===== config.mk =====
export PLATFORM = sky130hd
export DESIGN_NAME = flash_sclk_timing
export DESIGN_NICKNAME = d
export VERILOG_FILES = /design/src/rtl/flash_sclk_timing.sv
export SDC_FILE = /design/constraint.sdc
export NUM_CORES = 1
export LEC_CHECK = 0
export BUFFER_PORTS_ARGS = -buffer_cell sky130_fd_sc_hd__clkbuf_2
export CORE_AREA = 2 2 116 95
export CTS_BUF_LIST = sky130_fd_sc_hd__clkbuf_16
export CTS_CLUSTER_DIAMETER = 120
export DETAILED_ROUTE_END_ITERATION = 7
export DIE_AREA = 0 0 118 97
export PLACE_DENSITY = 0.68
export SLEW_MARGIN = 5
export SYNTH_ARGS = -nofsm -noshare
export SYNTH_HDL_FRONTEND = slang
export SYNTH_SLANG_ARGS = --single-unit

===== constraint.sdc =====
create_clock -name clk -period 3.1 [get_ports clk]
set_input_delay 0.31 -clock clk [delete_from_list [all_inputs] [get_ports clk]]
set_output_delay 0.31 -clock clk [all_outputs]
set_load 0.005 [all_outputs]

===== src/rtl/flash_sclk_timing.sv =====
`timescale 1ns/1ps
module flash_sclk_timing #(
  parameter int DLY_W = 8,
  parameter int DIV_W = 4,
  parameter int CS_W  = 4
) (
  input  logic        clk,
  input  logic        rst_n,
  input  logic        cfg_wr,
  input  logic        cfg_sel,
  input  logic [31:0] cfg_wdata,
  output logic [31:0] cfg_rdata,
  input  logic        xfer_start,
  input  logic        xfer_stop,
  output logic        sclk,
  output logic [3:0]  cs_n,
  output logic        idle
);
  localparam int CNT_W = DLY_W + DIV_W + 1;

  typedef enum logic [2:0] {S_IDLE, S_GAP, S_LEAD, S_CLK, S_TRAIL, S_HOLD} st_t;

  st_t              st;
  logic             en, cpol, cpha, dec;
  logic [CS_W-1:0]  csel;
  logic [DIV_W-1:0] div;
  logic [DLY_W-1:0] d_lead, d_trail, d_gap, d_hold;
  logic [CNT_W-1:0] cnt;
  logic [DIV_W-1:0] hc;
  logic             ph, stop_pend;
  logic [CS_W-1:0]  last_code;
  logic             have_last;
  logic [CS_W-1:0]  sel_code;
  logic [CNT_W-1:0] period;
  logic             cfg_ok, cs_act, stop_now;
  logic [31:0]      ctrl_word, dly_word;
  logic [2*DLY_W+DIV_W+CS_W+2:0] cfg_word;

  assign cfg_ok   = !en && (st == S_IDLE);
  assign sel_code = dec ? csel : ~(CS_W'(1) << csel[1:0]);
  assign period   = CNT_W'({div, 1'b0}) + CNT_W'(2);
  assign cs_act   = (st == S_LEAD) || (st == S_CLK) || (st == S_TRAIL);
  assign cs_n     = cs_act ? sel_code : {CS_W{1'b1}};
  assign sclk     = ph ^ cpol;
  assign idle     = (st == S_IDLE);
  assign stop_now = stop_pend || xfer_stop;

  assign ctrl_word = {idle, 8'd0, div, 5'd0, csel, dec, 6'd0, cpha, cpol, en};
  assign dly_word  = {d_hold, d_gap, d_trail, d_lead};
  assign cfg_rdata = cfg_sel ? dly_word : ctrl_word;
  assign cfg_word  = {cpol, cpha, dec, csel, div, d_lead, d_trail};

  always_ff @(posedge clk or negedge rst_n) begin
    if (!rst_n) begin
      en <= 1'b0; cpol <= 1'b0; cpha <= 1'b0; dec <= 1'b0;
      csel <= '0; div <= '0;
      d_lead <= '0; d_trail <= '0; d_gap <= '0; d_hold <= '0;
    end else if (cfg_wr) begin
      if (!cfg_sel) begin
        en <= cfg_wdata[0];
        if (cfg_ok) begin
          cpol <= cfg_wdata[1];
          cpha <= cfg_wdata[2];
          dec  <= cfg_wdata[9];
          csel <= cfg_wdata[13:10];
          div  <= cfg_wdata[22:19];
        end
      end else if (cfg_ok) begin
        d_lead  <= cfg_wdata[7:0];
        d_trail <= cfg_wdata[15:8];
        d_gap   <= cfg_wdata[23:16];
        d_hold  <= cfg_wdata[31:24];
      end
    end
  end

  always_ff @(posedge clk or negedge rst_n) begin
    if (!rst_n) begin
      st <= S_IDLE; cnt <= '0; hc <= '0; ph <= 1'b0;
      stop_pend <= 1'b0; last_code <= '1; have_last <= 1'b0;
    end else begin
      case (st)
        S_IDLE: begin
          stop_pend <= 1'b0;
          if (xfer_start && en) begin
            if (have_last && (last_code != sel_code) && (d_gap != '0)) begin
              st  <= S_GAP;
              cnt <= CNT_W'(d_gap) - CNT_W'(1);
            end else begin
              st  <= S_LEAD;
              cnt <= CNT_W'(d_lead);
            end
          end
        end
        S_GAP: begin
          if (cnt == '0) begin
            st  <= S_LEAD;
            cnt <= CNT_W'(d_lead);
          end else cnt <= cnt - CNT_W'(1);
        end
        S_LEAD: begin
          last_code <= sel_code;
          have_last <= 1'b1;
          if (xfer_stop) stop_pend <= 1'b1;
          if (cnt == '0) begin
            st <= S_CLK;
            ph <= 1'b0;
            hc <= cpha ? '0 : div;
          end else cnt <= cnt - CNT_W'(1);
        end
        S_CLK: begin
          if (xfer_stop) stop_pend <= 1'b1;
          if (hc == '0) begin
            hc <= div;
            if (ph && stop_now) begin
              ph  <= 1'b0;
              st  <= S_TRAIL;
              cnt <= CNT_W'(d_trail) + period + CNT_W'(2);
            end else ph <= ~ph;
          end else hc <= hc - DIV_W'(1);
        end
        S_TRAIL: begin
          if (cnt == '0) begin
            st  <= S_HOLD;
            cnt <= CNT_W'(d_hold) + period;
          end else cnt <= cnt - CNT_W'(1);
        end
        S_HOLD: begin
          if (cnt == '0) st <= S_IDLE;
          else cnt <= cnt - CNT_W'(1);
        end
        default: st <= S_IDLE;
      endcase
    end
  end
endmodule


==> results.json, run 1 <==
{
  "status": "complete, no violations",
  "cp_cell_sequence": "ha_4, xor2_1, ha_1, inv_1, fa_1, nand2b_1, a21oi_2, xor2_1, a221oi_1, o21ai_1, a211oi_1, nor3_1",
  "cts.sinks": 71,
  "synth_edf_count": 0,
  "cts_made_buffers": 9,
  "synthToLayoutAreaGrowth_pct": 16.83,
  "clockRootBuffer": "clkbuf_16",
  "start_util": 0.4759,
  "syn_area_mm2": 0.004853,
  "clkTransAtPathRegs_ns": 0.06,
  "ir_drop_v": 0.0004941,
  "cts_hold_buf": 0,
  "clk_latency_ns": 0.34,
  "maxCapViolCount": 0,
  "ys_seq_elements": 71,
  "nFillCells": 939,
  "vias": 4308,
  "yosys_warnings": 0,
  "p_leak_nw": 2.541,
  "setup_violations": 0,
  "hold_class": "input port to asynchronous set/reset pin",
  "port-buffer-count": 75,
  "hold_viol_final": 0,
  "post_cts_buffers": 0,
  "synthCells": 515,
  "antenna_left": 0,
  "overflow": 0,
  "crit_path_frequent_cell": "xor2_1",
  "antenna_found_initial": 0,
  "multi_input_area_mm2": 0.002889,
  "ys_seq_area_frac": 0.3671,
  "period_needed_ns": 2.850,
  "diodes": 0,
  "rows": 33,
  "relSlewSlack": 0.4209,
  "ios": 76,
  "cts_tree": "built",
  "worst_slew_pin_slew_ns": 0.8620,
  "setup_tns_ns": 0,
  "synth_cell_types": 69,
  "post_drt_via_cell_ratio": 5.877,
  "layout.cells.most_common": "clkbuf_2",
  "fin_cells": 733,
  "crit_required_ns": 3.31,
  "critPathLaunchType": "register",
  "path_max_fanout": 5,
  "path_class": "register to register",
  "synth_ff_type": "dfrtp_1",
  "die_width_um": 118,
  "dp_hpwl_mm": 10.01,
  "routed_wl_mm": 13.29,
  "max_stage_delay_ns": 0.45,
  "cts.repair.resized": 0,
  "mostFrequentLayoutCells": "clkbuf_2, dfrtp_1, mux2_2, nor2_1, nand2_1",
  "first_global_vias": 4198,
  "final_nets": 650,
  "dr.pass1.iters": 5,
  "grt_pass1_wl_mm": 21.58,
  "grt_max_degree": 37,
  "critical_path.slowest_cell": "dfrtp_1",
  "worstPathArrival_ns": 3.06,
  "die_h_um": 97,
  "first_iter_violations": 357,
  "drv_slew": 0,
  "placedCellCount": 718,
  "seqCellArea_mm2": 0.001782,
  "syn-num-nets": 576,
  "die_area_mm2": 0.01145,
  "rsz0062_at_grt": "no",
  "finalCritPeriodShare": 0.9195,
  "synth-async-reset-ratio": 1.000,
  "powerDensity_mw_per_mm2": 1215,
  "fmax_ghz": 0.3508,
  "wl_per_cell_um": 18.13,
  "h-tree-depth": 3,
  "drc": 0,
  "finalWeightedCongestion": 0.9316,
  "core_area_mm2": 0.01020,
  "end_kind": "register",
  "drive_gt1_frac": 0.2968,
  "clockBufferDepth": 2,
  "grt.total_usage": 0.2378,
  "syn_avg_cell_area_um2": 9.424,
  "skew_ns": 0.007090
}
-- power breakdown --
group	switching [mW]	internal, mW
sequential	0.667	1.40
combinational	2.15	1.75
clock	0.391	0.525
total	3.21	3.68
-- synthesized netlist by cell type, types with 4 or more instances --
cell type  number  area, um2
nand2b_1        7      43.79
mux2_2         53      596.8
ha_1           21      262.8
o22ai_1         6      37.54
nor2b_1         6      37.54
a31oi_1         5      31.28
dfstp_2         4      105.1
clkbuf_1        9      33.78
a211oi_1        5      37.54
nand2_1        42      157.7
a21oi_1        24      120.1
and2_1         19      118.9
xor2_1         14      122.6
xnor2_1         4      35.03
o21ai_0        41      205.2
nor2_1         46      172.7
inv_1          20      75.07
nor3_1         16      80.08
nand3_1         9      45.04
dfrtp_1        67       1677
buf_2          12      60.06
a22oi_1         5      37.54
nor4_1          4      25.02
o31ai_1         6      45.04
o211ai_1        5      37.54
-- per-stage QoR --
step / util / total power [mW] / setup slack [ns] / hold slack, ns / instance area, um2
after floorplan: - / 4.664 / 0.3529 / 0.01441 / 4853
after global placement: 0.5294 / 5.767 / 0.2371 / 0.4536 / 5399
after detailed placement: 0.5294 / 5.879 / 0.1657 / 0.4594 / 5399
after CTS: 0.5544 / 6.838 / 0.1471 / 0.1066 / 5654
after global routing: 0.5560 / 7.422 / 0.05669 / 0.1522 / 5670
final: 0.5560 / 6.887 / 0.2495 / 0.07587 / 5670
-- cell families (layout without fill, tap and decap cells) --
logic type      after synthesis  count (layout)  share of synthesized area
mux                          56              56                     0.1292
buf+inv                      45             123                    0.04099
flops                        71              71                     0.3671
xor+xnor                     18              18                    0.03248
simple gates                180             180                     0.2011
compound gates              122             122                     0.1668
fa+ha+maj                    23              23                    0.06239
-- layout make-up --
| cell class | instances | area share |
|---|---|---|
| multi-input combinational | 399 | 0.5095 |
| sequential | 71 | 0.3142 |
| timing repair buffer | 87 | 0.08650 |
| clock buffer | 9 | 0.03972 |
| tap | 140 | 0.03089 |
| inverter | 21 | 0.01390 |
| clock inverter | 6 | 0.005296 |
-- worst paths after layout --
check	start	to	slack [ns]	cells after the start
min	rst_n	d_trail[4]	0.08	1
max	div[1]	cnt[6]	0.25	12
max in group asynchronous	rst_n	last_code[1]	2.29	2
max reg2reg	div[1]	cnt[6]	0.25	12
min reg2reg	have_last	have_last	0.48	1
min in group clk	cfg_wdata[16]	d_gap[0]	0.18	3
-- flip-flops by register name, indices dropped and copies added (netlist names), 3 cells and up --
name       cells
cnt           13
csel           4
d_gap          8
d_hold         8
d_lead         8
d_trail        8
div            4
hc             4
last_code      4
st             3
-- critical path: cells and delay by family, from the launching register on --
family                   cells  cell delay [ns]
adder cells (fa/ha/maj)      3             0.95
flip-flops                   1             0.45
XOR/XNOR                     2             0.26
AND/OR/NAND/NOR              2             0.25
buffers and inverters        1             0.06
AO/OA/AOI/OAI                4             0.75
-- routing by layer --
metal	share of wire	up-vias	wire (um)	track usage
li1	-	2017	-	-
met1	0.48	2104	6359	0.3388
met2	0.43	170	5733	0.3538
met3	0.078	17	1036	0.06545
met4	0.012	0	156	0.06673
met5	0	-	0	0
No activity file was read; power rests on OpenSTA's default activity.
==> run 2: changes to the inputs <==
--- a/config.mk
+++ b/config.mk
@@ -6,12 +6,12 @@
 export NUM_CORES = 1
 export LEC_CHECK = 0
 export BUFFER_PORTS_ARGS = -buffer_cell sky130_fd_sc_hd__clkbuf_2
-export CORE_AREA = 2 2 116 95
+export CORE_AREA = 3 3 117 96
 export CTS_BUF_LIST = sky130_fd_sc_hd__clkbuf_16
 export CTS_CLUSTER_DIAMETER = 120
 export DETAILED_ROUTE_END_ITERATION = 7
-export DIE_AREA = 0 0 118 97
-export PLACE_DENSITY = 0.68
+export DIE_AREA = 0 0 120 99
+export PLACE_DENSITY = 0.72
 export SLEW_MARGIN = 5
 export SYNTH_ARGS = -nofsm -noshare
 export SYNTH_HDL_FRONTEND = slang
==> run 2 against run 1 <==
- the run now ends with negative hold slack left
- non-clock buffer count up 1
- combinational power about the same
- first-iteration DRC count down 11%
- clock-buffer cell count unchanged
- hold slack worse by 0.086 ns
- setup slack better by 0.0080 ns
- flip-flop and latch count unchanged
- via count down 0.16%
- sequential share of layout area down 0.29 points
- critical path depth unchanged
- core utilization up 0.52 points
- critical path type unchanged
==> results.json, run 2 (synthesis results as in run 1) <==
{
  "wl_per_cell_um": 17.97,
  "setup_violations": 0,
  "path_class": "register to register",
  "first_global_vias": 4093,
  "grt.total_usage": 0.2317,
  "h-tree-depth": 3,
  "dr.pass1.iters": 5,
  "drive_gt1_frac": 0.3059,
  "crit_required_ns": 3.31,
  "post_drt_via_cell_ratio": 5.852,
  "dp_hpwl_mm": 10.01,
  "holdWs_ns": -0.009641,
  "final_nets": 651,
  "cts_tree": "built",
  "finalCritPeriodShare": 0.9169,
  "clkTransAtPathRegs_ns": 0.06,
  "fin_area_mm2": 0.005723,
  "fmax_ghz": 0.3518,
  "die_width_um": 120,
  "rsz0062_at_grt": "no",
  "rows": 33,
  "ios": 76,
  "grt_max_degree": 38,
  "period_needed_ns": 2.842,
  "drv_slew": 0,
  "powerDensity_mw_per_mm2": 1233,
  "start_util": 0.4759,
  "clockBufferDepth": 2,
  "end_kind": "register",
  "finalWeightedCongestion": 0.9352,
  "diodes": 0,
  "layout.cells.most_common": "clkbuf_2",
  "hold_class": "input port to asynchronous set/reset pin",
  "die_area_mm2": 0.01188,
  "nFillCells": 877,
  "multi_input_area_mm2": 0.002889,
  "cts_made_buffers": 9,
  "critPathLaunchType": "register",
  "drc": 0,
  "overflow": 0,
  "status": "complete, but fails checks",
  "clockRootBuffer": "clkbuf_16",
  "clk_latency_ns": 0.35,
  "worst_slew_pin_slew_ns": 0.8897,
  "largest_register": "cnt",
  "die_h_um": 99,
  "path_max_fanout": 5,
  "seqCellArea_mm2": 0.001782,
  "violations": "negative hold slack",
  "largest_reg_flops": 13,
  "maxCapViolCount": 0,
  "worstPathArrival_ns": 3.06,
  "vias": 4301,
  "core_area_mm2": 0.01020,
  "first_iter_violations": 318,
  "port-buffer-count": 75,
  "setup_tns_ns": 0,
  "routed_wl_mm": 13.21,
  "p_leak_nw": 2.575,
  "grt_pass1_wl_mm": 21.60,
  "mostFrequentLayoutCells": "clkbuf_2, dfrtp_1, mux2_2, nor2_1, nand2_1",
  "synthToLayoutAreaGrowth_pct": 17.92,
  "hold_viol_final": 6,
  "placed_area_mm2": 0.005394,
  "cts.sinks": 71,
  "skew_ns": 0.009225,
  "ir_drop_v": 0.0005478,
  "antenna_found_initial": 0,
  "post_cts_buffers": 0,
  "relSlewSlack": 0.4023,
  "antenna_left": 0
}
[run 2: final cells by class]
| cell class | instances | share of cell area |
|---|---|---|
| Clock inverter | 7 | 0.01530 |
| Inverter | 21 | 0.01377 |
| Tap cell | 140 | 0.03061 |
| Sequential cell | 71 | 0.3113 |
| Clock buffer | 9 | 0.03935 |
| Timing Repair Buffer | 88 | 0.08483 |
| Multi-Input combinational cell | 399 | 0.5048 |
[run 2: what timing repair did]
action / CTS / global route
setup endpoints to repair: 0 / 1
hold buffers: 0 / 0
resized for setup: 0 / 2
[run 2: final timing paths]
check	to	startpoint	slack, ns	cells past startpoint
worst min register to register	have_last	have_last	0.48	1
worst max-delay path	cnt[6]	div[1]	0.26	12
worst max register to register	cnt[6]	div[1]	0.26	12
worst min-delay path	cnt[9]	rst_n	-0.01	1
min in group clk	d_lead[3]	cfg_wdata[3]	0.19	2
max in group asynchronous	last_code[3]	rst_n	2.31	2
[run 2: per-stage QoR]
stage	hold WS (ns)	util	std cells	setup slack, ns	total power [mW]
2_1_floorplan	0.01441	-	515	0.3529	4.664
3_3_place_gp	0.3670	0.5289	719	0.2259	5.715
3_5_place_dp	0.3718	0.5289	719	0.1726	5.844
4_1_cts	0.004028	0.5596	735	0.1434	7.001
5_1_grt	0.04568	0.5612	735	0.03596	7.631
6_report	-0.009641	0.5612	735	0.2575	7.056
[run 2: worst max-delay path, stage by stage (launching register included)]
cell and delay (ns):
dfrtp_1 0.46, ha_4 0.20, xor2_1 0.16, ha_1 0.32, inv_1 0.06, fa_1 0.45
nand2b_1 0.17, a21oi_2 0.16, xor2_1 0.09, a221oi_1 0.23, o21ai_1 0.10, a211oi_1 0.22
nor3_1 0.09
[run 2: power breakdown]
group          leakage [nW]  internal (mW)  switching [mW]
combinational          1.56           1.75            2.14
clock                 0.154          0.643           0.455
sequential            0.860           1.40           0.666
total                  2.58           3.79            3.26
[run 2: layer usage]
layer  up-vias  GRT usage  wire [um]
li1       2017          -          -
met2       176     0.3472       5797
met5         -          0          0
met3        14    0.05680       1071
met4         0    0.06426        155
met1      2094     0.3344       6186
==> run 3: changes to the inputs <==
--- a/config.mk
+++ b/config.mk
@@ -6,12 +6,13 @@
 export NUM_CORES = 1
 export LEC_CHECK = 0
 export BUFFER_PORTS_ARGS = -buffer_cell sky130_fd_sc_hd__clkbuf_2
-export CORE_AREA = 3 3 117 96
+export CORE_AREA = 3 3 121 99
 export CTS_BUF_LIST = sky130_fd_sc_hd__clkbuf_16
 export CTS_CLUSTER_DIAMETER = 120
 export DETAILED_ROUTE_END_ITERATION = 7
-export DIE_AREA = 0 0 120 99
-export PLACE_DENSITY = 0.72
+export DIE_AREA = 0 0 124 102
+export GPL_TIMING_DRIVEN = 0
+export PLACE_DENSITY = 0.69
 export SLEW_MARGIN = 5
 export SYNTH_ARGS = -nofsm -noshare
 export SYNTH_HDL_FRONTEND = slang
==> run 3 against run 2 <==
- clock skew rose by 0.0021 ns
- highest routed layer unchanged
- register-to-register slack got worse by 0.098 ns
- clock-buffer cell count did not move
- maximum frequency fell by 3.3%
- the flow now finishes without violations
- sequential power fell by 2%
==> results.json, run 3 (synthesis results as in run 1) <==
{
  "period_needed_ns": 2.940,
  "drc": 0,
  "post_drt_via_cell_ratio": 5.792,
  "first_iter_violations": 265,
  "largest_register": "cnt",
  "path_max_fanout": 6,
  "fin_area_mm2": 0.005743,
  "ir_drop_v": 0.0004237,
  "wl_per_cell_um": 18.80,
  "clk_latency_ns": 0.35,
  "cts_tree": "built",
  "timing.final.ws_setup_ns": 0.1597,
  "grt_pass1_wl_mm": 22.36,
  "rows": 34,
  "antenna_left": 0,
  "final_nets": 663,
  "ios": 76,
  "path_class": "register to register",
  "routed_wl_mm": 14.12,
  "cts.sinks": 71,
  "h-tree-depth": 3,
  "dp_slack_ns": 0.01486,
  "layout.cells.most_common": "clkbuf_2",
  "worstReg2RegEnd": "cnt[6]",
  "p_leak_nw": 2.577,
  "hold_class": "input port to register",
  "antenna_found_initial": 0,
  "post_cts_buffers": 0,
  "finalCritPeriodShare": 0.9485,
  "port-buffer-count": 74,
  "cp-startpoint": "div[0]",
  "fin_util": 0.5273,
  "placed_area_mm2": 0.005434,
  "grt.total_usage": 0.2339,
  "cts_made_buffers": 9,
  "skew_ns": 0.01130,
  "r2r_start": "div[0]",
  "largest_reg_flops": 13,
  "rsz0062_at_grt": "no",
  "dr.pass1.iters": 5,
  "die_h_um": 102,
  "setup_tns_ns": 0,
  "maxCapViolCount": 0,
  "grt_max_degree": 45,
  "drive_gt1_frac": 0.3048,
  "die_width_um": 124,
  "status": "complete, no violations",
  "dp_hpwl_mm": 10.92,
  "clkTransAtPathRegs_ns": 0.06,
  "setup_violations": 0,
  "worst_slew_pin_slew_ns": 0.7683,
  "hold_viol_final": 0,
  "synthToLayoutAreaGrowth_pct": 18.33,
  "die_area_mm2": 0.01265,
  "end_kind": "register",
  "worstPathArrival_ns": 3.15,
  "fmax_ghz": 0.3401,
  "r2r_cells": 12,
  "finalWeightedCongestion": 0.9584,
  "crit_required_ns": 3.31,
  "critPathLaunchType": "register",
  "first_global_vias": 4147,
  "start_util": 0.4457,
  "critPathCapture": "cnt[6]",
  "clockRootBuffer": "clkbuf_16",
  "powerDensity_mw_per_mm2": 1221,
  "vias": 4350,
  "overflow": 0,
  "relSlewSlack": 0.4878,
  "mostFrequentLayoutCells": "clkbuf_2, dfrtp_1, mux2_2, nor2_1, nand2_1",
  "clockBufferDepth": 2,
  "drv_slew": 0,
  "core_area_mm2": 0.01089,
  "diodes": 0,
  "r2r_slack_ns": 0.16
}
run 3: cell types whose count changed in the layout (fill, tap and decap cells not counted), moves of 3 or more:
| cell | previous run | this run |
|---|---|---|
| clkinvlp_4 | 0 | 3 |
| buf_2 | 1 | 12 |
| clkbuf_1 | 0 | 9 |
| buf_4 | 12 | 0 |
run 3: stage by stage:
stage	cells	power, mW	hold WS [ns]
6_report	751	7.013	0.1918
3_3_place_gp	733	5.785	0.4540
2_1_floorplan	515	4.664	0.01441
5_1_grt	751	7.585	0.1854
3_5_place_dp	734	5.918	0.3017
4_1_cts	751	6.949	0.1873
run 3: worst min-delay path by stage:
stage	startpoint	cells after the start	to
finish	cfg_wdata[17]	3	d_gap[1]
global route	cfg_wdata[17]	3	d_gap[1]
CTS	cfg_wdata[17]	3	d_gap[1]
detailed placement	rst_n	1	d_hold[4]
global placement	have_last	1	have_last
floorplan	rst_n	0	cnt[0]
run 3: metal layers:
metal,part of all wire,vias to the layer above,GRT usage
li1,-,2048,-
met1,0.48,2121,0.3341
met2,0.43,161,0.3519
met3,0.071,20,0.05811
met4,0.019,0,0.07071
met5,0,-,0
run 3: area by class of cell:
class | count | area, um2
Clock inverter | 7 | 48.80
Clock buffer | 9 | 225.2
Multi-Input combinational cell | 399 | 2895
Sequential cell | 71 | 1784
Tap cell | 144 | 180.2
Timing Repair Buffer | 76 | 410.4
Buffer | 24 | 120.1
Fill cell | 1069 | 5147
Inverter | 21 | 78.83
run 3: repair_timing:
action	CTS	global route
hold buffers	1	0
resized for setup	1	4
endpoints found under the setup margin	1	2
pin swaps	0	0
endpoints found under the hold margin	27	0
run 3: where the power goes:
part           switching (mW)  internal, mW  leakage, nW
Clock                   0.434         0.543        0.130
Combinational            2.27          1.75         1.59
Sequential              0.614          1.40        0.858
run 3: worst max-delay path, stage by stage, from the launching register on:
cell      delay (ns)
dfrtp_2         0.48
ha_4            0.19
xor2_1          0.18
ha_1            0.33
inv_1           0.06
fa_1            0.46
nand2b_1        0.19
a21oi_2         0.18
xor2_1          0.11
a221oi_2        0.22
o21ai_1         0.10
a211oi_1        0.22
nor3_1          0.08
